[src/rtl/pwm_timer_pkg.sv]
package pwm_timer_pkg;

    localparam int DW   = 32;
    localparam int AW   = 8;
    localparam int PSW  = 3;
    localparam int SRCW = 2;
    localparam int NSRC = 3;
    localparam int CHW  = 8;

    localparam int OFS_CTL    = 'h00;
    localparam int OFS_COUNT  = 'h04;
    localparam int OFS_MODULO = 'h08;
    localparam int OFS_CH0    = 'h0C;
    localparam int CH_STRIDE  = 8;
    localparam int OFS_START  = 'h4C;
    localparam int OFS_INIT   = 'h5C;
    localparam int OFS_MASK   = 'h60;
    localparam int OFS_INVERT = 'h70;

    localparam int MODE_BIT_HI = 5;
    localparam int MODE_BIT_LO = 3;

    typedef enum logic [SRCW-1:0] {
        SRC_OFF = 2'd0,
        SRC_A   = 2'd1,
        SRC_B   = 2'd2,
        SRC_C   = 2'd3
    } src_e;

    typedef struct packed {
        logic [SRCW-1:0] src;
        logic [PSW-1:0]  ps;
    } tmr_ctl_t;

    function automatic int ch_ctl_ofs(int n);
        return OFS_CH0 + CH_STRIDE * n;
    endfunction

    function automatic int ch_cmp_ofs(int n);
        return OFS_CH0 + 4 + CH_STRIDE * n;
    endfunction

    function automatic logic is_edge_pwm(logic [CHW-1:0] c);
        return c[MODE_BIT_HI] & c[MODE_BIT_LO];
    endfunction

endpackage

[src/rtl/pwm_tick_gen.sv]
module pwm_tick_gen
    import pwm_timer_pkg::*;
(
    input  logic            clk,
    input  logic            rst,
    input  logic [SRCW-1:0] src_sel,
    input  logic [PSW-1:0]  ps,
    input  logic [NSRC-1:0] tick_in,
    output logic            adv
);
    localparam int PREW = (1 << PSW) - 1;

    logic            tick;
    logic [PREW-1:0] pre_q;
    logic [PREW-1:0] pre_lim;

    always_comb begin
        case (src_e'(src_sel))
            SRC_A:   tick = tick_in[0];
            SRC_B:   tick = tick_in[1];
            SRC_C:   tick = tick_in[2];
            default: tick = 1'b0;
        endcase
    end

    assign pre_lim = (PREW'(1) << ps) - PREW'(1);
    assign adv     = tick && (pre_q >= pre_lim);

    always_ff @(posedge clk) begin
        if (rst) begin
            pre_q <= '0;
        end else if (tick) begin
            pre_q <= adv ? '0 : pre_q + PREW'(1);
        end
    end

endmodule

[src/rtl/pwm_counter.sv]
module pwm_counter #(
    parameter int CW = 16
) (
    input  logic          clk,
    input  logic          rst,
    input  logic          adv,
    input  logic [CW-1:0] mod_act,
    input  logic [CW-1:0] cntin,
    output logic [CW-1:0] cnt,
    output logic          wrap
);
    logic [CW-1:0] cnt_q;

    assign cnt  = cnt_q;
    assign wrap = adv && (cnt_q == mod_act);

    always_ff @(posedge clk) begin
        if (rst) begin
            cnt_q <= '0;
        end else if (adv) begin
            cnt_q <= wrap ? cntin : cnt_q + CW'(1);
        end
    end

endmodule

[src/rtl/pwm_regfile.sv]
module pwm_regfile
    import pwm_timer_pkg::*;
#(
    parameter int NCH = 8,
    parameter int CW  = 16
) (
    input  logic                     clk,
    input  logic                     rst,
    input  logic                     bus_we,
    input  logic [AW-1:0]            bus_addr,
    input  logic [DW-1:0]            bus_wdata,
    output logic [DW-1:0]            bus_rdata,
    input  logic [CW-1:0]            cnt,
    input  logic                     wrap,
    output logic [SRCW-1:0]          src_sel,
    output logic [PSW-1:0]           ps,
    output logic [CW-1:0]            mod_act,
    output logic [CW-1:0]            cntin,
    output logic [NCH-1:0][CHW-1:0]  ch_ctl,
    output logic [NCH-1:0][CW-1:0]   cv_act,
    output logic [NCH-1:0]           oinit,
    output logic [NCH-1:0]           mask,
    output logic [NCH-1:0]           pol
);
    localparam int CTLW = SRCW + PSW;

    tmr_ctl_t               ctl_q;
    logic [CW-1:0]          mod_q;
    logic [CW-1:0]          mod_a;
    logic [CW-1:0]          cntin_q;
    logic [NCH-1:0]         oinit_q;
    logic [NCH-1:0]         mask_q;
    logic [NCH-1:0]         pol_q;
    logic [NCH-1:0][CW-1:0] cv_reg;
    logic [NCH-1:0]         ctl_hit;
    logic [NCH-1:0]         cmp_hit;
    logic                   unused_wdata;

    assign unused_wdata = ^bus_wdata[DW-1:CW];

    assign src_sel = ctl_q.src;
    assign ps      = ctl_q.ps;
    assign mod_act = mod_a;
    assign cntin   = cntin_q;
    assign oinit   = oinit_q;
    assign mask    = mask_q;
    assign pol     = pol_q;

    always_ff @(posedge clk) begin
        if (rst) begin
            ctl_q   <= '0;
            mod_q   <= '0;
            mod_a   <= '0;
            cntin_q <= '0;
            oinit_q <= '0;
            mask_q  <= '1;
            pol_q   <= '0;
        end else begin
            if (bus_we && bus_addr == AW'(OFS_CTL))    ctl_q   <= tmr_ctl_t'(bus_wdata[CTLW-1:0]);
            if (bus_we && bus_addr == AW'(OFS_MODULO)) mod_q   <= bus_wdata[CW-1:0];
            if (bus_we && bus_addr == AW'(OFS_START))  cntin_q <= bus_wdata[CW-1:0];
            if (bus_we && bus_addr == AW'(OFS_INIT))   oinit_q <= bus_wdata[NCH-1:0];
            if (bus_we && bus_addr == AW'(OFS_MASK))   mask_q  <= bus_wdata[NCH-1:0];
            if (bus_we && bus_addr == AW'(OFS_INVERT)) pol_q   <= bus_wdata[NCH-1:0];
            if (wrap)                                  mod_a   <= mod_q;
        end
    end

    for (genvar n = 0; n < NCH; n++) begin : g_ch
        localparam logic [AW-1:0] A_CTL = AW'(ch_ctl_ofs(n));
        localparam logic [AW-1:0] A_CMP = AW'(ch_cmp_ofs(n));

        logic [CHW-1:0] ctl_r;
        logic [CW-1:0]  cmp_r;
        logic [CW-1:0]  cmp_a;

        assign ctl_hit[n] = (bus_addr == A_CTL);
        assign cmp_hit[n] = (bus_addr == A_CMP);
        assign ch_ctl[n]  = ctl_r;
        assign cv_reg[n]  = cmp_r;
        assign cv_act[n]  = cmp_a;

        always_ff @(posedge clk) begin
            if (rst) begin
                ctl_r <= '0;
                cmp_r <= '0;
                cmp_a <= '0;
            end else begin
                if (bus_we && ctl_hit[n]) ctl_r <= bus_wdata[CHW-1:0];
                if (bus_we && cmp_hit[n]) cmp_r <= bus_wdata[CW-1:0];
                if (wrap)                 cmp_a <= cmp_r;
            end
        end
    end

    always_comb begin
        bus_rdata = '0;
        case (bus_addr)
            AW'(OFS_CTL):    bus_rdata = DW'(ctl_q);
            AW'(OFS_COUNT):  bus_rdata = DW'(cnt);
            AW'(OFS_MODULO): bus_rdata = DW'(mod_q);
            AW'(OFS_START):  bus_rdata = DW'(cntin_q);
            AW'(OFS_INIT):   bus_rdata = DW'(oinit_q);
            AW'(OFS_MASK):   bus_rdata = DW'(mask_q);
            AW'(OFS_INVERT): bus_rdata = DW'(pol_q);
            default:         bus_rdata = '0;
        endcase
        for (int n = 0; n < NCH; n++) begin
            if (ctl_hit[n]) bus_rdata = DW'(ch_ctl[n]);
            if (cmp_hit[n]) bus_rdata = DW'(cv_reg[n]);
        end
    end

endmodule

[src/rtl/pwm_chan_out.sv]
module pwm_chan_out
    import pwm_timer_pkg::*;
#(
    parameter int CW = 16
) (
    input  logic [CW-1:0]  cnt,
    input  logic [CW-1:0]  cmp,
    input  logic [CHW-1:0] ctl,
    input  logic           mask_b,
    input  logic           pol_b,
    input  logic           init_b,
    output logic           pwm
);
    logic level;
    logic unused_ctl;

    assign unused_ctl = ^{ctl[CHW-1:MODE_BIT_HI+1], ctl[MODE_BIT_HI-1:MODE_BIT_LO+1],
                          ctl[MODE_BIT_LO-1:0]};

    always_comb begin
        if (mask_b)               level = 1'b0;
        else if (is_edge_pwm(ctl)) level = (cnt < cmp);
        else                       level = init_b;
        pwm = level ^ pol_b;
    end

endmodule

[src/rtl/pwm_timer8.sv]
module pwm_timer8
    import pwm_timer_pkg::*;
#(
    parameter int NCH = 8,
    parameter int CW  = 16
) (
    input  logic            clk,
    input  logic            rst,
    input  logic            bus_we,
    input  logic [AW-1:0]   bus_addr,
    input  logic [DW-1:0]   bus_wdata,
    output logic [DW-1:0]   bus_rdata,
    input  logic [NSRC-1:0] tick_in,
    output logic [NCH-1:0]  pwm_out
);
    logic [SRCW-1:0]         src_sel;
    logic [PSW-1:0]          ps;
    logic [CW-1:0]           mod_act;
    logic [CW-1:0]           cntin;
    logic [CW-1:0]           cnt;
    logic                    adv;
    logic                    wrap;
    logic [NCH-1:0][CHW-1:0] ch_ctl;
    logic [NCH-1:0][CW-1:0]  cv_act;
    logic [NCH-1:0]          oinit;
    logic [NCH-1:0]          mask;
    logic [NCH-1:0]          pol;

    pwm_regfile #(.NCH(NCH), .CW(CW)) u_regs (
        .clk       (clk),
        .rst       (rst),
        .bus_we    (bus_we),
        .bus_addr  (bus_addr),
        .bus_wdata (bus_wdata),
        .bus_rdata (bus_rdata),
        .cnt       (cnt),
        .wrap      (wrap),
        .src_sel   (src_sel),
        .ps        (ps),
        .mod_act   (mod_act),
        .cntin     (cntin),
        .ch_ctl    (ch_ctl),
        .cv_act    (cv_act),
        .oinit     (oinit),
        .mask      (mask),
        .pol       (pol)
    );

    pwm_tick_gen u_tick (
        .clk     (clk),
        .rst     (rst),
        .src_sel (src_sel),
        .ps      (ps),
        .tick_in (tick_in),
        .adv     (adv)
    );

    pwm_counter #(.CW(CW)) u_cnt (
        .clk     (clk),
        .rst     (rst),
        .adv     (adv),
        .mod_act (mod_act),
        .cntin   (cntin),
        .cnt     (cnt),
        .wrap    (wrap)
    );

    for (genvar n = 0; n < NCH; n++) begin : g_out
        pwm_chan_out #(.CW(CW)) u_ch (
            .cnt    (cnt),
            .cmp    (cv_act[n]),
            .ctl    (ch_ctl[n]),
            .mask_b (mask[n]),
            .pol_b  (pol[n]),
            .init_b (oinit[n]),
            .pwm    (pwm_out[n])
        );
    end

endmodule

[config.mk]
export PLATFORM = sky130hd
export DESIGN_NAME = pwm_timer8
export DESIGN_NICKNAME = d
export VERILOG_FILES = /design/src/rtl/pwm_timer_pkg.sv /design/src/rtl/pwm_tick_gen.sv /design/src/rtl/pwm_counter.sv /design/src/rtl/pwm_regfile.sv /design/src/rtl/pwm_chan_out.sv /design/src/rtl/pwm_timer8.sv
export SDC_FILE = /design/constraint.sdc
export NUM_CORES = 1
export LEC_CHECK = 0
export CORE_MARGIN = 3
export CORE_UTILIZATION = 55
export DETAILED_ROUTE_END_ITERATION = 8
export DONT_BUFFER_PORTS = 1
export PLACE_DENSITY = 0.77
export SYNTH_ARGS = -nofsm -noshare
export SYNTH_HDL_FRONTEND = slang
export SYNTH_SLANG_ARGS = --single-unit
[constraint.sdc]
create_clock -name clk -period 4.45 [get_ports clk]
set_clock_uncertainty 0.05 [all_clocks]
set_input_delay 0.6675 -clock clk [delete_from_list [all_inputs] [get_ports clk]]
set_output_delay 0.6675 -clock clk [all_outputs]
set_load 0.05 [all_outputs]
# Word-level counts from Yosys, hierarchy flattened
# Cells that the tools add are included.
[totals]
reg_bits = 420
inputBits = 46
elab_cells = 150
[op_classes]
addsub = 3
magnitude_cmp = 9
n_eq_ne = 26
shift = 1
muxes = 36
n_bitwise = 16
reduce_logical = 25
[ops]
columns = ["op", "count"]
rows = [
  ["$mux 16", 17],
  ["$lt 16x16->1", 8],
  ["$pmux 16 s7", 1],
  ["$eq 8x6->1 const B", 8],
  ["$eq 8x7->1 const B", 7],
  ["$eq 8x5->1 const B", 4],
  ["$logic_and 1x1->1", 24],
  ["$add 16x1->16 const B", 1],
  ["$eq 16x16->1", 1],
  ["$eq 8x4->1 const B", 2],
  ["$mux 1", 16],
  ["$and 1x1->1", 8],
  ["$eq 8x3->1 const B", 1],
  ["$logic_not 8->1", 1],
  ["$xor 1x1->1", 8],
  ["$add 7x1->7 const B", 1],
  ["$ge 7x7->1", 1],
  ["$mux 7", 1],
  ["$shl 1x3->7 const A", 1],
  ["$sub 7x2->7 const B", 1],
  ["$eq 2x2->1 const B", 2],
  ["$pmux 1 s3", 1],
  ["$eq 2x1->1 const B", 1],
]

# Longest topological paths before layout
# Gate-level depths: netlist (run 1).
[depth]
ltp_word = 18
depth_mapped = 18

# By module
# Synthesis (run 1) repeated with hierarchy kept, for this count alone.
[hier_totals]
hier_cells = 2711
area_unflattened_um2 = 22067.4
[by_module_without_submodules]
columns = ["module", "instances", "cells_per_inst", "area_per_inst_um2", "seq_area_each_um2"]
rows = [
  ["pwm_regfile", 1, 2010, 16943.8, 7947.6],
  ["pwm_chan_out", 8, 59, 407.9, 0.0],
  ["pwm_counter", 1, 155, 1241.2, 320.3],
  ["pwm_tick_gen", 1, 74, 619.3, 140.1],
]

# Worst setup path after synthesis (run 1)
# No wires, ideal clock.
[synth_timing]
path_type = "input-to-output"
start = "input bus_addr[5]"
end = "output bus_rdata[2]"
t_arrival_ns = 3.276
required_ns = 3.733
path_slack_ns = 0.456
path_stages = 8
path_buffers = 2
cell_sequence = "buf_2 > buf_2 > or4_4 > nor2_2 > a22oi_1 > a21oi_1 > nor4_1 > o32ai_1"
[synth_between]
elab_chain_len = 18
word_cells_on_any_way = 40
cone_classes = "22 x eq/ne; 17 x mux; 1 x reduce/logical"
[synth_rtl]
columns = ["element", "line", "source"]
rows = [
  ["start: declaration", "pwm_timer8.sv:10", "input logic [AW-1:0] bus_addr,"],
  ["$eq 8x7->1 (tied with other cells)", "pwm_regfile.sv:98", "case (bus_addr)"],
  ["$pmux 16 s7", "pwm_regfile.sv:98", ""],
  ["$mux 16", "pwm_regfile.sv:109", "if (ctl_hit[n]) bus_rdata = DW'(ch_ctl[n]);"],
  ["$mux 16", "pwm_regfile.sv:110", "if (cmp_hit[n]) bus_rdata = DW'(cv_reg[n]);"],
  ["$mux 16", "pwm_regfile.sv:109", ""],
  ["$mux 16", "pwm_regfile.sv:110", ""],
  ["$mux 16", "pwm_regfile.sv:109", ""],
  ["$mux 16", "pwm_regfile.sv:110", ""],
  ["[... 2 more ...]", "-", ""],
  ["$mux 16", "pwm_regfile.sv:109", ""],
  ["$mux 16", "pwm_regfile.sv:110", ""],
  ["$mux 16", "pwm_regfile.sv:109", ""],
  ["$mux 16", "pwm_regfile.sv:110", ""],
  ["$mux 16", "pwm_regfile.sv:109", ""],
  ["$mux 16", "pwm_regfile.sv:110", ""],
  ["$mux 16", "pwm_regfile.sv:109", ""],
  ["$mux 16 (*)", "pwm_regfile.sv:110", ""],
  ["end: declaration", "pwm_timer8.sv:12", "output logic [DW-1:0] bus_rdata,"],
]
# Mark *: on every way between the ends. The rest lies on a longest branch, timed or not.

# Final worst setup path (run 1)
[layout_timing]
start = "register u_cnt.cnt_q[15] (netlist: u_cnt.cnt[15])"
end = "output pwm_out[2]"
[layout_between]
elab_chain_len = 4
[layout_rtl]
columns = ["element", "line", "source"]
rows = [
  ["start: declaration", "pwm_counter.sv:12", "logic [CW-1:0] cnt_q;"],
  ["start signal: assignment", "pwm_counter.sv:21", "cnt_q <= wrap ? cntin : cnt_q + CW'(1);"],
  ["$lt 16x16->1", "pwm_chan_out.sv:22", "else if (is_edge_pwm(ctl)) level = (cnt < cmp);"],
  ["$mux 1", "pwm_chan_out.sv:22", ""],
  ["$mux 1", "pwm_chan_out.sv:21", "if (mask_b) level = 1'b0;"],
  ["$xor 1x1->1", "pwm_chan_out.sv:24", "pwm = level ^ pol_b;"],
  ["end: declaration", "pwm_timer8.sv:14", "output logic [NCH-1:0] pwm_out"],
]
# Every way passes these cells.

==> results of run 1 <==
==> layout make-up <==
cell class / count / area share, %
flip-flops and latches: 420 / 35.5
clock inverters: 15 / 1.02
inverters: 130 / 2.06
multi-input cells: 2065 / 50.7
clock buffers: 64 / 5.34
repair buffers: 78 / 2.73
well taps: 518 / 2.73
==> how the worst max path moves through the flow <==
stage,from,endpoint
floorplan,bus_addr[5],bus_rdata[2]
global placement,bus_addr[5],bus_rdata[2]
detailed placement,bus_addr[1],bus_rdata[3]
CTS,u_cnt.cnt[12]$_SDFFE_PP0P_,pwm_out[0]
global route,u_cnt.cnt[15]$_SDFFE_PP0P_,pwm_out[2]
finish,u_cnt.cnt[15]$_SDFFE_PP0P_,pwm_out[2]
==> per-stage QoR <==
stage          instance area (um2)  setup slack (ps)  std cells
2_1_floorplan                21900               456       2844
3_3_place_gp                 22200               963       3211
3_5_place_dp                 22200               937       3211
4_1_cts                      23700               413       3290
5_1_grt                      23700               366       3290
6_report                     23700               393       3290
==> routing by layer <==
layer  GRT usage (%)  vias to the layer above  routed length [um]
li1                -                     9488                   -
met1            44.7                     9725               28700
met2            55.1                     1260               33300
met3            7.72                      278                8730
met4            17.1                        0                4050
met5               0                        -                   0
==> cell usage after synthesis, types with 16 or more instances <==
| cell | instances |
|---|---|
| and2_1 | 20 |
| nand2_1 | 716 |
| a21oi_1 | 412 |
| nand4_1 | 16 |
| nor2b_1 | 30 |
| ha_1 | 130 |
| clkbuf_1 | 140 |
| a21o_1 | 23 |
| nand3_1 | 50 |
| xnor2_1 | 24 |
| o21a_1 | 16 |
| buf_4 | 29 |
| a22oi_1 | 26 |
| dfxtp_1 | 420 |
| buf_2 | 48 |
| inv_1 | 129 |
| mux2i_1 | 85 |
| o22ai_1 | 17 |
| o21ai_0 | 75 |
| nor3_1 | 28 |
| and3_1 | 26 |
| nor2_1 | 124 |
==> state kept, by name (all words and copies together), names as in the netlist <==
register / count
u_cnt.cnt: 16
u_regs.cntin: 16
u_regs.g_ch.cmp_a: 128
u_regs.g_ch.cmp_r: 128
u_regs.g_ch.ctl_r: 64
u_regs.mask: 8
u_regs.mod_act: 16
u_regs.mod_q: 16
u_regs.oinit: 8
u_regs.pol: 8
u_regs.ps: 3
u_regs.src_sel: 2
u_tick.pre_q: 7
==> power by group <==
group	switching (uW)	internal (uW)
Sequential	3.17	3760
Combinational	120	51.5
Clock	1590	2320
==> kinds of logic after synthesis <==
kind of cell | share of synthesized area [%]
buffers and inverters | 7.09
xor gates and xnor gates | 1.12
AOI/OAI and AO/OA | 19.7
adders and majority gates | 7.46
other | 0.0172
and+or+nand+nor | 21.7
DFF | 38.6
muxes | 4.33
==> worst max-delay path, stage by stage, from the launching register on <==
cell and delay, ps:
dfxtp_1 630, ha_1 350, and4_1 200, a2111oi_0 640
a21oi_1 80, nor2_1 140, o211ai_1 110, xnor2_1 330
buf_4 270
==> flow_metrics.py, run 1 <==
metrics = {
    "run_status": {
        "status": "finished, violations left",
        "violations": "max-slew violations",
    },
    "placement": {
        "io_buffers": 0,
        "dpl.hpwl_mm": 52.0,
        "gp_congestion": 0.982,
    },
    "hold_path": {
        "hp-start": "rst",
        "hold_end": "u_regs.pol[5]$_SDFFE_PP0P_",
        "min_path_cells": 1,
        "hp-class": "in -> reg",
    },
    "floorplanning": {
        "die_w_um": 205,
        "io_pins": 86,
        "start_util_pct": 56.0,
        "die-area_mm2": 0.0421,
        "core-area_mm2": 0.0389,
        "die_y_um": 205,
        "core.rowCount": 72,
    },
    "setup_path": {
        "reg2reg_depth": 14,
        "reg2reg_setup_slack_ps": 830,
        "critical_path_arrival_ps": 3340,
        "worst-path-max-fanout": 6,
        "crit_path_end_kind": "output pin",
        "worstReg2RegStart": "u_regs.ps[0]$_SDFFE_PP0P_",
        "crit_required_ps": 3730,
        "rr_endpoint": "u_regs.g_ch[1].cmp_a[9]$_SDFFE_PP0P_",
        "path_class": "reg -> out",
        "start_kind": "flip-flop",
    },
    "synthesis": {
        "ys_seq_area_share_pct": 38.6,
        "synth-main-ff-cell": "dfxtp_1",
        "synth_top_area_share_pct": 38.6,
        "synth-warning-count": 0,
        "synth_cell_types": 73,
        "synthArstFlopShare_pct": 0,
        "postSynthAreaPerCell_um2": 7.71,
        "syn-cell-area_mm2": 0.0218,
        "synthCells": 2829,
        "ys_top_cells_by_area": "dfxtp_1, nand2_1, a21oi_1",
        "synth_edf_count": 0,
        "synth_seq_cells": 420,
        "yosysTopAreaCell": "dfxtp_1",
    },
    "global_routing": {
        "antenna_found_initial": 2,
        "grt_pass1_vias": 19710,
        "grt_max_degree": 421,
        "gr-usage-all-layers_pct": 34.7,
        "grt-ovfl-total": 0,
        "grt_pass1_wl_mm": 114,
    },
    "cts": {
        "htreeDepth": 2,
        "clockBufferDepth": 3,
        "clk_latency_ps": 580,
        "cts.sinks": 420,
        "cts_made_buffers": 44,
        "cts_tree": "yes",
        "path_clk_slew_ps": 70,
        "root_buffer": "clkbuf_16",
        "ctsResizeCount": 0,
        "post-cts-setup-buffers": 0,
        "ctsHoldBuffers": 0,
    },
    "finish": {
        "multiInputGateArea_mm2": 0.0120,
        "drive_gt1_share_pct": 6.67,
        "final_common_cell": "nand2_1",
        "final_cell_mix": "nand2_1, dfxtp_1, a21oi_1",
        "nNetsFinal": 2915,
        "area_growth_pct": 8.75,
        "fillers": 3462,
        "final_util_pct": 60.9,
        "diodes": 0,
        "seq_area_mm2": 0.00841,
    },
    "detailed_routing": {
        "first_iter_violations": 2698,
        "routedWlPerCell_um": 22.7,
        "wirelength_mm": 74.8,
        "dr.pass1.iters": 7,
        "via_count": 20751,
        "drc": 0,
        "vias_per_cell": 6.31,
        "drtAntennaViolNets": 0,
    },
    "power_and_ir_drop": {
        "power_leakage_uw": 0.00879,
        "peakVddDrop_mv": 0.351,
        "powerDensity_mw_per_mm2": 331,
        "finalPower_uw": 7850,
    },
    "flow_run": {
        "drv_cap": 0,
    },
    "sta": {
        "fin_crit_ps": 4060,
        "finalMaxSlewViolations": 261,
        "clock.fmax_ghz": 0.246,
        "rsz0062_at_grt": "no",
        "setup-violations-final": 0,
        "maxSlewHeadroom_pct": -38.9,
        "worst_pin_slew_ps": 2080,
        "fin_crit_sh_pct": 91.2,
        "hold_violations": 0,
        "hold_slack_ps": 124,
        "setup_tns_ps": 0,
    },
}
Power figures use the tool's default switching activity.
==> run 2: changes to the inputs <==
Settings changed: CORE_MARGIN 3 to 5, CORE_UTILIZATION 55 to 48, GPL_TIMING_DRIVEN from default to 0, PLACE_DENSITY 0.77 to 0.7.
==> flow_metrics.py, run 2 (same netlist as run 1, synthesis figures left out) <==
metrics = {
    "run_status": {
        "status": "finished, violations left",
        "violations": "max-capacitance violations, max-slew violations, negative setup slack",
    },
    "sta": {
        "setup_tns_ps": -308,
        "fin_crit_sh_pct": 102,
        "rsz0062_at_grt": "yes",
        "worst_pin_slew_ps": 1590,
        "hold_violations": 0,
        "clock.fmax_ghz": 0.219,
        "finalMaxSlewViolations": 16,
        "setup-violations-final": 5,
        "fin_crit_ps": 4560,
        "maxSlewHeadroom_pct": -6.38,
        "fin_ws_ps": -107,
    },
    "detailed_routing": {
        "routedWlPerCell_um": 27.1,
        "wirelength_mm": 95.6,
        "drc": 0,
        "via_count": 21892,
        "vias_per_cell": 6.20,
        "dr.pass1.iters": 6,
        "drtAntennaViolNets": 0,
        "first_iter_violations": 2709,
    },
    "setup_path": {
        "crit_path_end_kind": "output pin",
        "critical_path_arrival_ps": 3840,
        "crit_required_ps": 3730,
        "worstPathCellList": "nor4b_2 > clkbuf_1 > a22o_1 > nand2_1 > a31oi_1 > nor4_1 > o32ai_4",
        "start_kind": "primary input",
        "worst-path-max-fanout": 10,
        "cp_num_buf_inv": 1,
        "cpLargestDelayFamily": "compound AO/OA/AOI/OAI gates",
        "crit_path_max_incr_delay_ps": 840,
        "path_class": "in -> out",
        "crit_slowest_cell": "nor4b_2",
    },
    "finish": {
        "nNetsFinal": 3067,
        "drive_gt1_share_pct": 7.24,
        "area_growth_pct": 11.4,
        "design_area_mm2": 0.0243,
        "reg_top3": "u_regs.g_ch.cmp_a: 128 flops, u_regs.g_ch.cmp_r: 128 flops, u_regs.g_ch.ctl_r: 64 flops",
        "final_cell_mix": "nand2_1, dfxtp_1, a21oi_1",
        "diodes": 0,
        "fillers": 4296,
        "final_common_cell": "nand2_1",
    },
    "placement": {
        "dp_slack_ps": -603,
        "gp_congestion": 1.01,
        "dpl.hpwl_mm": 72.2,
        "dpl_cell_area_mm2": 0.0226,
        "io_buffers": 0,
    },
    "cts": {
        "clk_latency_ps": 610,
        "cts.sinks": 420,
        "path_clk_slew_ps": 70,
        "clockBufferDepth": 3,
        "htreeDepth": 2,
        "post-cts-setup-buffers": 0,
        "root_buffer": "clkbuf_16",
        "ctsHoldBuffers": 0,
        "cts_made_buffers": 47,
        "cts_tree": "yes",
    },
    "power_and_ir_drop": {
        "p_int_uw": 6170,
        "clkPwrFrac_pct": 49.2,
        "power_frac_seq_pct": 45.8,
        "peakVddDrop_mv": 0.290,
        "swShare_pct": 25.0,
        "powerDensity_mw_per_mm2": 338,
        "switching_power_uw": 2050,
        "power_leakage_uw": 0.00898,
        "pwr-share-comb_pct": 5.0,
    },
    "floorplanning": {
        "core.rowCount": 78,
        "die-area_mm2": 0.0498,
        "start_util_pct": 48.3,
        "die_y_um": 223,
        "core-area_mm2": 0.0452,
        "io_pins": 86,
        "die_w_um": 223,
    },
    "global_routing": {
        "gr-usage-all-layers_pct": 36.9,
        "grt-ovfl-total": 0,
        "grt_pass1_wl_mm": 137,
        "grt_pass1_vias": 20672,
        "grt_max_degree": 16,
        "antenna_found_initial": 1,
    },
    "hold_path": {
        "hp-class": "in -> reg",
    },
    "flow_run": {
        "drv_cap": 1,
    },
}
-- run 2: cell count changes in the layout (fill, tap and decap cells not counted), moves of 5 or more --
cell,change
buf_12,-5
buf_4,-44
clkbuf_8,+7
dfxtp_2,+8
buf_2,+50
clkbuf_1,+132
dfxtp_1,-8
buf_1,+5
-- run 2: area by class of cell --
| cell class | instances | area (um2) | area share [%] |
|---|---|---|---|
| Multi-Input combinational cell | 2065 | 12000 | 49.4 |
| Sequential cell | 420 | 8420 | 34.6 |
| Clock buffer | 71 | 1430 | 5.87 |
| Buffer | 227 | 1060 | 4.36 |
| Tap cell | 600 | 751 | 3.09 |
| Inverter | 130 | 488 | 2.01 |
| Clock inverter | 16 | 155 | 0.638 |
-- run 2: final timing paths --
check / slack [ps] / startpoint / cells after the start / endpoint
max: -110 / bus_addr[1] / 7 / bus_rdata[2]
min: 130 / bus_wdata[5] / 1 / u_regs.mask[5]$_SDFFE_PP1P_
max reg2reg: 360 / u_regs.ps[2]$_SDFFE_PP0P_ / 15 / u_regs.g_ch[7].cmp_a[15]$_SDFFE_PP0P_
min reg2reg: 400 / u_regs.g_ch[5].cmp_a[14]$_SDFFE_PP0P_ / 2 / u_regs.g_ch[5].cmp_a[14]$_SDFFE_PP0P_
-- run 2: per-layer routing --
metal  share of wire, %  global-route usage (%)  up-vias
met2                 44                    57.2     1320
li1                   -                       -     9810
met1                 39                    46.8    10404
met5              0.014                       0        -
met3                 10                    8.03      356
met4                7.4                    22.8        2
-- run 2: power by group through the flow --
| stage | logic, uW | clock network, uW | registers [uW] |
|---|---|---|---|
| floorplan | 231 | 0 | 3850 |
| global placement | 391 | 0 | 3850 |
| detailed placement | 392 | 0 | 3850 |
| CTS | 395 | 4030 | 3770 |
| global route | 418 | 4200 | 3760 |
| finish | 414 | 4040 | 3770 |
-- run 2: timing repair --
| item | CTS | global route |
|---|---|---|
| resized for setup | 19 | 10 |
| gates cloned | 0 | 0 |
| endpoints found under the hold margin | 0 | 0 |
| endpoints found under the setup margin | 12 | 134 |
| pin swaps | 3 | 3 |
-- run 2: stage by stage --
step / hold WS [ps] / cells / power (uW) / util (%)
CTS: 111 / 3530 / 8190 / 53.7
global route: 130 / 3529 / 8380 / 53.8
floorplan: 382 / 2844 / 4080 / -
finish: 127 / 3529 / 8220 / 53.8
detailed placement: 394 / 3444 / 4240 / 50.1
global placement: 387 / 3444 / 4240 / 50.0
-- run 2: worst register-to-register path, stage by stage (launching register included) --
cell      delay (ps)
dfxtp_1          290
clkbuf_1         170
or3_1            430
ha_1             190
clkbuf_1         160
nor3_1           190
a21oi_1           60
o21a_1           180
ha_1             290
a21o_1           160
a211oi_1         230
o21ai_1          290
nand3_2          360
clkbuf_1         660
nand2_1          140
a21oi_1          160
